**config.mk**
```make
export PLATFORM = sky130hd
export DESIGN_NAME = trap_cmp_unit
export DESIGN_NICKNAME = d
export VERILOG_FILES = /design/src/rtl/trap_cmp_pkg.sv /design/src/rtl/trap_operand_view.sv /design/src/rtl/trap_magnitude_cmp.sv /design/src/rtl/trap_mask_eval.sv /design/src/rtl/trap_cmp_unit.sv
export SDC_FILE = /design/constraint.sdc
export NUM_CORES = 1
export LEC_CHECK = 0
export BUFFER_PORTS_ARGS = -buffer_cell sky130_fd_sc_hd__buf_2
export CAP_MARGIN = 30
export CORE_UTILIZATION = 30
export DETAILED_ROUTE_END_ITERATION = 8
export REMOVE_ABC_BUFFERS = 1
export SLEW_MARGIN = 20
export SYNTH_ARGS = -nofsm -noshare
export SYNTH_HDL_FRONTEND = slang
export SYNTH_SLANG_ARGS = --single-unit
```
**constraint.sdc**
```tcl
create_clock -name clk -period 3.8 [get_ports clk]
set_input_delay 1.14 -clock clk [delete_from_list [all_inputs] [get_ports clk]]
set_output_delay 1.14 -clock clk [all_outputs]
set_load 0.1 [all_outputs]
```
**src/rtl/trap_cmp_pkg.sv**
```systemverilog
package trap_cmp_pkg;

    localparam int MASK_W = 5;
    localparam int CODE_W = 4;

    // Field order fixes the mask bit each relation answers to.
    typedef struct packed {
        logic slt;   // mask bit 4
        logic sgt;   // mask bit 3
        logic eq;    // mask bit 2
        logic ult;   // mask bit 1
        logic ugt;   // mask bit 0
    } rel_flags_t;

    typedef struct packed {
        logic              done;
        logic              trap;
        logic [CODE_W-1:0] cause;
    } trap_state_t;

endpackage

```
**src/rtl/trap_operand_view.sv**
```systemverilog
module trap_operand_view #(
    parameter int XLEN = 64,
    parameter int WLEN = 32
) (
    input  logic [XLEN-1:0] raw_i,
    input  logic            dword_i,
    output logic [XLEN-1:0] ukey_o,
    output logic [XLEN-1:0] skey_o
);
    localparam int HI_W = XLEN - WLEN;

    logic [XLEN-1:0] sext;
    logic [XLEN-1:0] zext;

    always_comb begin
        zext = {{HI_W{1'b0}}, raw_i[WLEN-1:0]};
        sext = {{HI_W{raw_i[WLEN-1]}}, raw_i[WLEN-1:0]};
        ukey_o = dword_i ? raw_i : zext;
        // Inverting the sign bit maps signed order onto unsigned order.
        skey_o = dword_i ? raw_i : sext;
        skey_o[XLEN-1] = ~skey_o[XLEN-1];
    end
endmodule

```
**src/rtl/trap_magnitude_cmp.sv**
```systemverilog
module trap_magnitude_cmp #(
    parameter int XLEN = 64
) (
    input  logic [XLEN-1:0] a_i,
    input  logic [XLEN-1:0] b_i,
    output logic            lt_o,
    output logic            eq_o,
    output logic            gt_o
);
    always_comb begin
        lt_o = a_i < b_i;
        eq_o = a_i == b_i;
        gt_o = a_i > b_i;
    end
endmodule

```
**src/rtl/trap_mask_eval.sv**
```systemverilog
module trap_mask_eval
    import trap_cmp_pkg::*;
(
    input  rel_flags_t        flags_i,
    input  logic [MASK_W-1:0] mask_i,
    output logic              hit_o
);
    logic [MASK_W-1:0] sel;

    always_comb begin
        sel   = mask_i & MASK_W'(flags_i);
        hit_o = |sel;
    end
endmodule

```
**src/rtl/trap_cmp_unit.sv**
```systemverilog
module trap_cmp_unit
    import trap_cmp_pkg::*;
#(
    parameter int                XLEN      = 64,
    parameter int                WLEN      = 32,
    parameter logic [CODE_W-1:0] TRAP_CODE = 4'h3
) (
    input  logic              clk,
    input  logic              rst_n,
    input  logic              valid_i,
    input  logic              dword_i,
    input  logic [MASK_W-1:0] mask_i,
    input  logic [XLEN-1:0]   opa_i,
    input  logic [XLEN-1:0]   opb_i,
    output logic              done_o,
    output logic              trap_o,
    output logic [CODE_W-1:0] cause_o
);
    localparam int NOPS = 2;

    logic [XLEN-1:0] ops  [NOPS];
    logic [XLEN-1:0] ukey [NOPS];
    logic [XLEN-1:0] skey [NOPS];

    assign ops[0] = opa_i;
    assign ops[1] = opb_i;

    for (genvar i = 0; i < NOPS; i++) begin : g_view
        trap_operand_view #(.XLEN(XLEN), .WLEN(WLEN)) u_view (
            .raw_i   (ops[i]),
            .dword_i (dword_i),
            .ukey_o  (ukey[i]),
            .skey_o  (skey[i])
        );
    end

    logic s_lt, s_eq, s_gt;
    logic u_lt, u_eq, u_gt;

    trap_magnitude_cmp #(.XLEN(XLEN)) u_scmp (
        .a_i (skey[0]), .b_i (skey[1]),
        .lt_o(s_lt), .eq_o(s_eq), .gt_o(s_gt)
    );

    trap_magnitude_cmp #(.XLEN(XLEN)) u_ucmp (
        .a_i (ukey[0]), .b_i (ukey[1]),
        .lt_o(u_lt), .eq_o(u_eq), .gt_o(u_gt)
    );

    rel_flags_t flags;
    logic       hit;

    always_comb begin
        flags.slt = s_lt;
        flags.sgt = s_gt;
        flags.eq  = u_eq;
        flags.ult = u_lt;
        flags.ugt = u_gt;
    end

    trap_mask_eval u_eval (
        .flags_i (flags),
        .mask_i  (mask_i),
        .hit_o   (hit)
    );

    trap_state_t st_d, st_q;

    always_comb begin
        st_d.done  = valid_i;
        st_d.trap  = valid_i & hit;
        st_d.cause = (valid_i & hit) ? TRAP_CODE : '0;
    end

    always_ff @(posedge clk) begin
        if (!rst_n) st_q <= '0;
        else        st_q <= st_d;
    end

    assign done_o  = st_q.done;
    assign trap_o  = st_q.trap;
    assign cause_o = st_q.cause;

    assert_done_pulse_R1: assert property (@(posedge clk) disable iff (!rst_n)
        valid_i |=> done_o);
    assert_done_idle_R1: assert property (@(posedge clk) disable iff (!rst_n)
        !valid_i |=> !done_o);
    assert_eq_agree_R4: assert property (@(posedge clk) disable iff (!rst_n)
        s_eq == u_eq);
    assert_order_excl_R6: assert property (@(posedge clk) disable iff (!rst_n)
        $countones({s_lt, s_eq, s_gt}) == 1 && $countones({u_lt, u_eq, u_gt}) == 1);
    assert_zero_mask_R9: assert property (@(posedge clk) disable iff (!rst_n)
        (valid_i && mask_i == '0) |=> !trap_o);
    assert_full_mask_R9: assert property (@(posedge clk) disable iff (!rst_n)
        (valid_i && mask_i == '1) |=> trap_o);
    assert_trap_qual_R10: assert property (@(posedge clk) disable iff (!rst_n)
        trap_o |-> (done_o && cause_o == TRAP_CODE));
    assert_cause_idle_R10: assert property (@(posedge clk) disable iff (!rst_n)
        !trap_o |-> cause_o == '0);
endmodule

```
==> flow_summary.yaml <==
worst_setup_path:
  worst-path-max-fanout: 30
  start_kind: "input pin"
  arrival_ns: 3.54
  crit_type: "in2reg"
  crit_required_ns: 3.89
  end_kind: "flip-flop"
die:
  die-height_um: 102.9
  rows: 36
  initial_utilization: 0.3112
  core_area_mm2: 0.009819
  die_x_um: 102.9
  dieArea_mm2: 0.01059
  ios: 143
placed_design:
  gp_congestion: 0.8348
  dpl.cell_count: 707
  dpl.hpwl_um: 8107
  post_dp_cell_area_mm2: 0.003916
  portBuffers: 140
sta:
  period_share: 0.9081
  setup_viol: 0
  finalHoldViolCount: 0
  fmax_mhz: 289.8
  layout_min_cycle_time_ns: 3.451
  slew_headroom: 0.6509
  rsz0062_at_grt: "no"
  drv_slew: 0
  worst_pin_slew_ns: 0.5189
global_routing:
  grt_max_degree: 39
  track_usage: 0.1744
  globalRouteMet1Util: 0.2141
  overflow: 0
  grt_pass1_wl_um: 14860
  met3_usage: 0.02237
  gr-max-usage-layer: "met2"
  use_met2: 0.3185
  grt_pass1_vias: 3490
  antenna_found_initial: 1
power_and_ir_drop:
  power.density_mw_per_mm2: 145.3
  ir_worst_vdd_v: 0.0001923
  p_leak_uw: 0.002215
yosys:
  synthSimpleGateAreaFrac: 0.3038
  ys_warn_count: 0
  synth_edf_count: 0
  synth_compound_gate_area_share: 0.2068
  ys_ff_latch: 2
  async_reset_ff_frac: 0
  synthTopCellsByCount: "96 x ha_1, 67 x a21oi_1, 63 x nand2_1"
  netlist_area_mm2: 0.003055
  syn_inst: 446
  synth_top_flop_cell: "dfxtp_1"
  synth_cell_types: 34
  yosys.area.top_type: "ha_1"
  ys_seq_area_frac: 0.01310
  synth_top_area_share: 0.3931
  ys_top_cells_by_area: "ha_1 39%, a21oi_1 11%, nand2_1 7.7%"
  synth_most_common_cell: "ha_1"
  synth-xor-area-share: 0
  synth_top_family_by_area: "adder cells"
  synthAdderAreaFrac: 0.3931
  muxShareOfSynthArea: 0.003276
  avgSynthCellArea_um2: 6.851
detailed_routing:
  ant_nets: 0
  viasPerCell: 4.961
  drc: 0
  dr.pass1.iters: 4
  routedWlPerCell_um: 12.90
  vias: 3527
  drt_iter0_markers: 108
  routed_wl_um: 9169
layout:
  final_cells: 711
  drive_gt1_frac: 0.2721
  areaGrowthSynthToFinish_pct: 29.61
  design_area_mm2: 0.003960
  fin_nets: 812
cts:
  post_cts_resized: 0
  cts_hold_buf: 0
  clock-sinks: 2
  numCtsBuffers: 3
  cts_tree: "built"
  path_clk_slew_ns: 0.03
  cts_root_buffer: "clkbuf_8"
  cts_setup_buffers: 0
  htreeDepth: 1
  clockBufferDepth: 2
flow_run:
  timing.max_cap.violations: 0
run_status:
  status: "finished, final reports clean"
hold_path:
  holdCritPathClass: "in2reg"
  min_path_cells: 3
[metal layers]
metal | share of wire | up-vias
met1 | 0.45 | 1563
met3 | 0.051 | 16
li1 | - | 1842
met4 | 0.022 | 0
met5 | 0 | -
met2 | 0.48 | 106
[placed cells by master (no fill, tap or decap), types with 5 or more instances in the layout]
master	Yosys	routed
buf_2	0	140
ha_1	96	96
a21oi_1	67	67
nand2_1	63	63
inv_1	40	40
and2_1	31	31
nand2b_1	31	31
nand4_1	15	15
o21ai_0	14	14
nand3_1	14	14
a221oi_1	7	7
nor2_1	7	6
buf_4	4	5
[worst paths after layout]
path	startpoint	to	slack, ns
worst max-delay path	dword_i	cause_o[0]$_SDFF_PN0_	0.35
worst min-delay path	valid_i	done_o$_SDFF_PN0_	1.17
[registers in the layout, summed over array words and instances (netlist names)]
| name | cells |
|---|---|
| cause_o | 1 |
| done_o | 1 |
[cells by family (layout without fill, tap and decap cells)]
logic type | count (synthesis) | in the layout
buffers and inverters | 60 | 190
other | 1 | 3
adders and majority gates | 96 | 96
AOI/OAI and AO/OA | 110 | 110
DFF | 2 | 2
and+or+nand+nor | 176 | 176
muxes | 1 | 1
[critical path, stage by stage]
cell and delay [ns]:
buf_2 0.14, buf_12 0.17, nor2_2 0.10, buf_4 0.21, a21oi_1 0.07, ha_1 0.32, nand4_1 0.15, nor4_1 0.53
nand3_1 0.20, o21ai_1 0.21, a2bb2oi_1 0.19, a31oi_1 0.11
[layout make-up]
| class | count | area [µm²] |
|---|---|---|
| diodes | 1 | 2.502 |
| clock buffers | 3 | 41.29 |
| fillers | 1060 | 5859 |
| inverters | 40 | 150.1 |
| multi-input cells | 385 | 2781 |
| flip-flops and latches | 2 | 40.04 |
| well taps | 133 | 166.4 |
| repair buffers | 147 | 778.2 |
[through the flow]
| stage | setup WS, ns | TNS (ns) | util | hold slack (ns) | total power, µW |
|---|---|---|---|---|---|
| CTS | 0.3554 | 0 | 0.4030 | 1.174 | 583.0 |
| detailed placement | 0.1367 | 0 | 0.3988 | 1.398 | 491.7 |
| global route | 0.1274 | 0 | 0.4033 | 1.197 | 650.5 |
| floorplan | -0.01726 | -0.01726 | - | 1.251 | 319.0 |
| finish | 0.3494 | 0 | 0.4033 | 1.169 | 575.4 |
| global placement | 0.1306 | 0 | 0.3988 | 1.389 | 475.7 |
[power breakdown]
group | internal, µW | leakage, µW | total, µW | switching (µW)
sequential | 22.6 | 0.0000166 | 23.6 | 0.956
combinational | 208 | 0.00218 | 467 | 259
clock | 67.1 | 0.0000216 | 85.1 | 18.0
Note: power is estimated with default switching activity, not from simulation.
